<file path="src/rtl/scan_addr_gen.sv">
module scan_addr_gen #(
  parameter int H_PIX    = 320,
  parameter int V_RASTER = 480,
  parameter int COL_W    = 8
) (
  input  logic                                  clk,
  input  logic                                  rst,
  input  logic [$clog2(V_RASTER)-1:0]           raster_line,
  input  logic                                  active,
  output logic [$clog2(V_RASTER)+COL_W-1:0]     rd_addr,
  output logic                                  pix_en,
  output logic                                  dac_stb
);
  localparam int RL_W    = $clog2(V_RASTER);
  localparam int ROW_W   = RL_W - 1;
  localparam int PAGE    = 1 << COL_W;
  localparam int HI_LAST = H_PIX - 1 - PAGE;

  logic [COL_W-1:0] col;
  logic [ROW_W-1:0] row;
  logic             bank, phase, en, done;

  wire last_pix = bank && (col == HI_LAST[COL_W-1:0]);
  wire page_end = !bank && (col == {COL_W{1'b1}});

  always_ff @(posedge clk) begin
    if (rst) begin
      col   <= '0;
      row   <= '0;
      bank  <= 1'b0;
      phase <= 1'b0;
      en    <= 1'b0;
      done  <= 1'b0;
    end else if (!active) begin
      col   <= '0;
      bank  <= 1'b0;
      phase <= 1'b0;
      en    <= 1'b0;
      done  <= 1'b0;
      row   <= raster_line[RL_W-1:1];
    end else if (!en) begin
      if (!done) begin
        en    <= 1'b1;
        phase <= 1'b0;
        col   <= '0;
        bank  <= 1'b0;
        row   <= raster_line[RL_W-1:1];
      end
    end else if (!phase) begin
      phase <= 1'b1;
    end else begin
      phase <= 1'b0;
      if (last_pix) begin
        en   <= 1'b0;
        done <= 1'b1;
      end else if (page_end) begin
        col  <= '0;
        bank <= 1'b1;
      end else begin
        col <= col + 1'b1;
      end
    end
  end

  assign rd_addr = {bank, row, col};
  assign pix_en  = en;
  assign dac_stb = en & phase;
endmodule


</file>
<file path="config.mk">
export PLATFORM = sky130hd
export DESIGN_NAME = scan_addr_gen
export DESIGN_NICKNAME = d
export VERILOG_FILES = /design/src/rtl/scan_addr_gen.sv
export SDC_FILE = /design/constraint.sdc
export NUM_CORES = 1
export LEC_CHECK = 0
export ABC_AREA = 1
export BUFFER_PORTS_ARGS = -buffer_cell sky130_fd_sc_hd__buf_2
export CORE_MARGIN = 3
export CORE_UTILIZATION = 45
export DETAILED_ROUTE_END_ITERATION = 10
export PLACE_DENSITY_LB_ADDON = 0.25
export SETUP_SLACK_MARGIN = 0.5
export SYNTH_ARGS = -nofsm -noshare
export SYNTH_HDL_FRONTEND = slang
export SYNTH_SLANG_ARGS = --single-unit
</file>
<file path="constraint.sdc">
create_clock -name clk -period 2.5 [get_ports clk]
set_input_delay 0.5 -clock clk [delete_from_list [all_inputs] [get_ports clk]]
set_output_delay 0.5 -clock clk [all_outputs]
set_load 0.05 [all_outputs]
</file>
# Word level (Yosys, flattened, before mapping)
# Cells that the tools add are included.
# op_classes
add_sub_neg	1
n_reduce_logical	8
n_bitwise	2
n_eq_ne	8
muxes	19
# op_table
op	count
$mux W8	8
$mux W1	11
$ne A2 B2 Y1 const B	5
$add A8 B1 Y8 const B	1
$eq A8 B6 Y1 const B	1
$eq A8 B8 Y1 const B	1
$reduce_and A3 Y1	2
$reduce_and A4 Y1	1
$logic_and A1 B1 Y1	2
$ne A2 B1 Y1 const B	1
$reduce_and A2 Y1	1
$reduce_or A2 Y1	1
$and A1 B1 Y1	1
$logic_not A1 Y1	1
$not A1 Y1	1
# word_totals
word_cells	44
register_bits	20
out_inout_bits	19

# Longest topological paths before layout
# Gate-level depths: netlist (run 1).
# depth
ltp_word	6
ltp_mapped	10

# Least setup slack after synthesis (run 1)
# OpenSTA, ideal clock, no wires.
# synth_path
path_type	reg2reg
startpoint	register col[0]
endpoint	register col[7]
stages_incl_launch_ff	10
setup_time_ns	0.118
slack_ns	0.628
n_path_buf	1
period_less_slack_ns	1.872
arrival_time_ns	1.755
cell_sequence	dfxtp_1 ha_1 nand2_1 nor2_4 nand2_2 nand2_2 nand2_2 buf_6 o21ai_0 nor2_1
# synth_via
elab_chain_cells	6
word_cells_on_any_way	11
# synth_rtl
element	line_no	source
start, declared	19	logic [COL_W-1:0] col;
start signal, assigned	60	col <= col + 1'b1;
parallel branches: the longest is 6 deep, another holds $add A8 B1 Y8	-	
# Several ways; the timed one is not identified. The select of a mux whose other input is x is not followed.
# A chain may end at the register's enable or synchronous reset.

# Worst setup path after layout (run 1)
# layout_path
startpoint	register en, in the netlist pix_en
endpoint	output port dac_stb
# layout_via
elab_chain_cells	1
# layout_rtl
element	line_no	source
start, declared	21	logic bank, phase, en, done;
start signal, assigned	32	en <= 1'b0;
start signal, assigned	38	en <= 1'b0;
start signal, assigned	43	en <= 1'b1;
$and A1 B1 Y1	67	assign dac_stb = en & phase;
end, declared	12	output logic dac_stb
# Every way passes these cells.

==> impl_metrics.tcl, run 1 <==
set metrics [dict create \
    crit_type "reg -> out" \
    die_w_um 51.6 \
    start_util 0.508 \
    wl_mm 1.97 \
    seq_area_frac_synth 0.428 \
    grt_usage 0.163 \
    antenna_found_initial 0 \
    clock_latency_ns 0.29 \
    grt_max_degree 13 \
    grt_pass1_wl_mm 3.26 \
    area_delta_synth_final_pct 20.7 \
    ff2ff_path_depth 8 \
    final-hold-violation-count 0 \
    hold_path_class "in -> reg" \
    numCtsBuffers 3 \
    relSlewSlack 0.717 \
    cts_root_buf "clkbuf_4" \
    cts_resized 0 \
    synth.yosys.warnings 0 \
    cts_sinks 20 \
    io_buffers 29 \
    vias_per_cell 4.82 \
    crit_path_end_kind "primary output" \
    status "completed" \
    ys_types 15 \
    drt_pass1_iterations 4 \
    drc 0 \
    die_h_um 51.6 \
    finalSetupViolCount 0 \
    yosys.area.top_type "dfxtp_1" \
    nets 185 \
    hold_buffers 0 \
    pin_count 31 \
    tightestPinTransition_ns 0.422 \
    first_iter_violations 13 \
    cts_tree "built" \
    syn_nets 153 \
    finClkSkew_ns 0.00388 \
    cp.arrival_ns 1.24 \
    power_leakage_nw 0.563 \
    regArea_um2 400 \
    period_needed_ns 1.74 \
    critical_path_required_ns 2.00 \
    final_cell_mix "nor2_1, nand2_1, buf_2" \
    hold-worst-slack_ns 0.454 \
    cellPowerDensity_mw_per_mm2 553 \
    max_cap_viol_count 0 \
    max_clock_freq_ghz 0.575 \
    wl_per_cell_um 10.1 \
    multi_input_area_um2 452 \
    grt_overflow 0 \
    drv_slew 0 \
    rows 15 \
    core_area_mm2 0.00184 \
    dp_hpwl_mm 1.56 \
    ys_top_cells_by_area "dfxtp_1, nor2_1, nand2_1, inv_1, o21ai_0" \
    layout-drive-gt1-share 0.222 \
    cts_max_level 1 \
    start_kind "flop" \
    synth.cell_area_um2 935 \
    critPathMaxFanout 7 \
    peakVddDrop_mv 0.348 \
    period_share 0.696 \
    fill_cells 199 \
    grt_setup_unrepaired "false" \
    antenna_left 0 \
    place.gp.congestion 0.866 \
    synth_seq_cells 20 \
    synth.top_cell.area_share 0.428 \
    vias 944 \
    hold_depth 3 \
    tns_ns 0 \
    synth_area_per_cell_um2 6.68 \
    cts_max_path_buffers 2 \
    die_area_mm2 0.00266 \
    post-cts-setup-buffers 0 \
    mostFrequentLayoutCell "nor2_1" \
    grt_pass1_vias 815 \
    diodes 0 \
    syn_inst 140 \
    clk_pin_slew_ns 0.11 \
]
==> final timing paths <==
kind	from	endpoint	slack (ns)
worst min register to register	done	done	0.48
worst min-delay path	raster_line[8]	row[7]	0.45
worst max register to register	col[0]	col[7]	0.93
worst max-delay path	pix_en	dac_stb	0.76
==> cells in the mapped netlist (all sizes together) <==
cell type,instances
xor2,1
nor3,1
ha,1
a21oi,10
inv,17
nor2,36
buf,2
nand2,32
o21ai,11
dfxtp,20
nand3,9
==> registers in the layout, summed over array words and instances, names as in the netlist <==
register and flops:
done 1, phase 1, col 8, bank 1, row 8, pix_en 1
==> final cells by class <==
type	count	share of cell area
flip-flops and latches	20	0.355
multi-input cells	101	0.400
well taps	25	0.0277
clock buffers	4	0.0322
repair buffers	29	0.129
inverters	17	0.0565
==> layer usage <==
| metal | up-vias | wire length (um) | GRT usage |
|---|---|---|---|
| li1 | 495 | - | - |
| met1 | 421 | 907 | 0.192 |
| met2 | 26 | 944 | 0.273 |
| met3 | 2 | 100 | 0.0287 |
| met4 | 0 | 17 | 0.100 |
| met5 | - | 0 | 0 |
==> per-stage QoR <==
| step | instances | power, mW | utilization | cell area (um^2) | setup WS, ns |
|---|---|---|---|---|---|
| CTS | 196 | 0.634 | 0.614 | 1130 | 0.738 |
| finish | 196 | 0.624 | 0.614 | 1130 | 0.759 |
| global placement | 192 | 0.445 | 0.594 | 1090 | 0.957 |
| detailed placement | 192 | 0.447 | 0.594 | 1090 | 0.944 |
| floorplan | 140 | 0.422 | - | 935 | 0.628 |
| global route | 196 | 0.656 | 0.614 | 1130 | 0.636 |
==> kinds of logic (layout without fill, tap and decap cells) <==
kind of cell | count (synthesis) | count (layout) | share of synthesized area
buf+inv | 19 | 50 | 0.0884
flops | 20 | 20 | 0.428
simple gates | 78 | 78 | 0.348
xor+xnor | 1 | 1 | 0.00937
fa+ha+maj | 1 | 1 | 0.0134
compound gates | 21 | 21 | 0.112
==> worst max-delay path: stages (launching register included) <==
cell     delay, ns
dfxtp_1       0.45
nand2_1       0.07
inv_1         0.14
buf_2         0.29
==> power breakdown <==
group	internal, mW	switching [mW]
Combinational	0.0255	0.0753
Clock	0.0887	0.0962
Sequential	0.331	0.00776
Total	0.445	0.179
Note: power is estimated with default switching activity, not from simulation.
==> run 2, diff against run 1 <==
CORE_UTILIZATION = 43   (was 45)
clock period = 1.48 ns   (was 2.5 ns; I/O delays follow)
==> impl_metrics.tcl, run 2 (synthesis results as in run 1) <==
set metrics [dict create \
    status "completed" \
    cts_max_path_buffers 2 \
    mostFrequentLayoutCell "nor2_1" \
    max_clock_freq_ghz 0.764 \
    first_iter_violations 20 \
    critPathMaxFanout 6 \
    die_h_um 52.6 \
    tightestPinTransition_ns 0.207 \
    crit_type "reg -> reg" \
    grt_setup_unrepaired "true" \
    hold-worst-slack_ns 0.221 \
    wl_per_cell_um 12.8 \
    hold_depth 3 \
    grt_pass1_vias 1042 \
    vias_per_cell 4.96 \
    die_w_um 52.6 \
    finClkSkew_ns 0.00257 \
    cp.arrival_ns 1.52 \
    clock_latency_ns 0.30 \
    worst_r2r_startpoint "col[1]" \
    grt_max_degree 12 \
    crit_path_end_kind "flop" \
    io_buffers 29 \
    grt_usage 0.211 \
    peakVddDrop_mv 0.677 \
    hold_path_class "in -> reg" \
    power_leakage_nw 0.752 \
    layout-drive-gt1-share 0.555 \
    relSlewSlack 0.861 \
    place.gp.congestion 0.845 \
    start_util 0.467 \
    swShare 0.314 \
    cellPowerDensity_mw_per_mm2 667 \
    drc 0 \
    r2r_end "col[1]" \
    rows 16 \
    ff2ff_path_depth 8 \
    reg_top3 "col: 8 flops, row: 8 flops" \
    r2r_setup_slack_ns 0.17 \
    final_cell_mix "nor2_1, nand2_1, buf_8" \
    antenna_found_initial 0 \
    critical_path_required_ns 1.69 \
    cts_sinks 20 \
    pin_count 31 \
    numCtsBuffers 3 \
    total_power_mw 1.12 \
    drt_pass1_iterations 4 \
    cts_root_buf "clkbuf_4" \
    pwr-share-clk 0.242 \
    area_delta_synth_final_pct 79.4 \
    switchingPower_mw 0.352 \
    period_needed_ns 1.31 \
    diodes 0 \
    final-hold-violation-count 0 \
    vias 1081 \
    cts_max_level 1 \
    cts_tree "built" \
    hold_path_startpoint "raster_line[6]" \
    post-route-util 0.838 \
    max_cap_viol_count 0 \
    die_area_mm2 0.00277 \
    antenna_left 0 \
    start_kind "flop" \
    grt_overflow 0 \
    hold_path_end "row[5]" \
    design_area_mm2 0.00168 \
    wl_mm 2.79 \
    tns_ns 0 \
    fill_cells 113 \
    placed_cell_area_mm2 0.00117 \
    internal_power_mw 0.767 \
    p_seq_frac 0.512 \
    finalSetupViolCount 0 \
    period_share 0.884 \
    nets 205 \
    grt_pass1_wl_mm 4.36 \
    regArea_um2 449 \
    core_area_mm2 0.00200 \
    p_comb_frac 0.247 \
    dp_hpwl_mm 1.51 \
    drv_slew 0 \
    multi_input_area_um2 624 \
    clk_pin_slew_ns 0.11 \
]
-- run 2: layer usage --
metal / up-vias / GRT usage / share of wire
li1: 543 / - / -
met1: 492 / 0.232 / 0.38
met2: 37 / 0.384 / 0.54
met3: 9 / 0.0370 / 0.052
met4: 0 / 0.0979 / 0.026
met5: - / 0 / 0
-- run 2: worst max path at each step --
stage                     depth (start not counted)  endpoint  slack (ns)    from
final                                             8    col[1]        0.17  col[1]
after global routing                              9    col[1]        0.04  col[1]
after CTS                                         3   dac_stb        0.20  pix_en
after detailed placement                          8    col[2]        0.15  col[1]
after global placement                            8    col[5]        0.17  col[1]
after floorplan                                   9    col[2]        0.04  col[1]
-- run 2: through the flow --
step / cells / setup slack [ns]
floorplan: 140 / 0.0448
global placement: 196 / 0.172
detailed placement: 196 / 0.154
CTS: 211 / 0.197
global route: 218 / 0.0447
finish: 218 / 0.172
-- run 2: worst max-delay path, cell delays in order, from the launching register on --
cell and delay [ns]:
dfxtp_4 0.39, ha_4 0.15, nand2_4 0.05, nor2_4 0.13, nand2_4 0.09, nand2_4 0.11, nand2_4 0.09, o21ai_1 0.15
nor2_1 0.06
-- run 2: final cells by class --
| class | instances | area share |
|---|---|---|
| clock buffer | 4 | 0.0157 |
| tap | 27 | 0.0201 |
| inverter | 17 | 0.0433 |
| multi-input combinational | 103 | 0.372 |
| sequential | 20 | 0.268 |
| timing repair buffer | 47 | 0.281 |
-- run 2: timing repair --
action	4_1_cts	5_1_grt
cloned	2	0
endpoints found under the setup margin	38	39
setup buffers	9	7
pin swaps	8	10
resized for setup	70	47
hold buffers	0	0
-- run 2: power groups by stage --
stage / clock [mW] / sequential (mW) / combinational [mW]
6_report: 0.270 / 0.572 / 0.276
5_1_grt: 0.294 / 0.575 / 0.294
4_1_cts: 0.283 / 0.569 / 0.224
3_5_place_dp: 0 / 0.581 / 0.177
3_3_place_gp: 0 / 0.580 / 0.175
2_1_floorplan: 0 / 0.648 / 0.0653
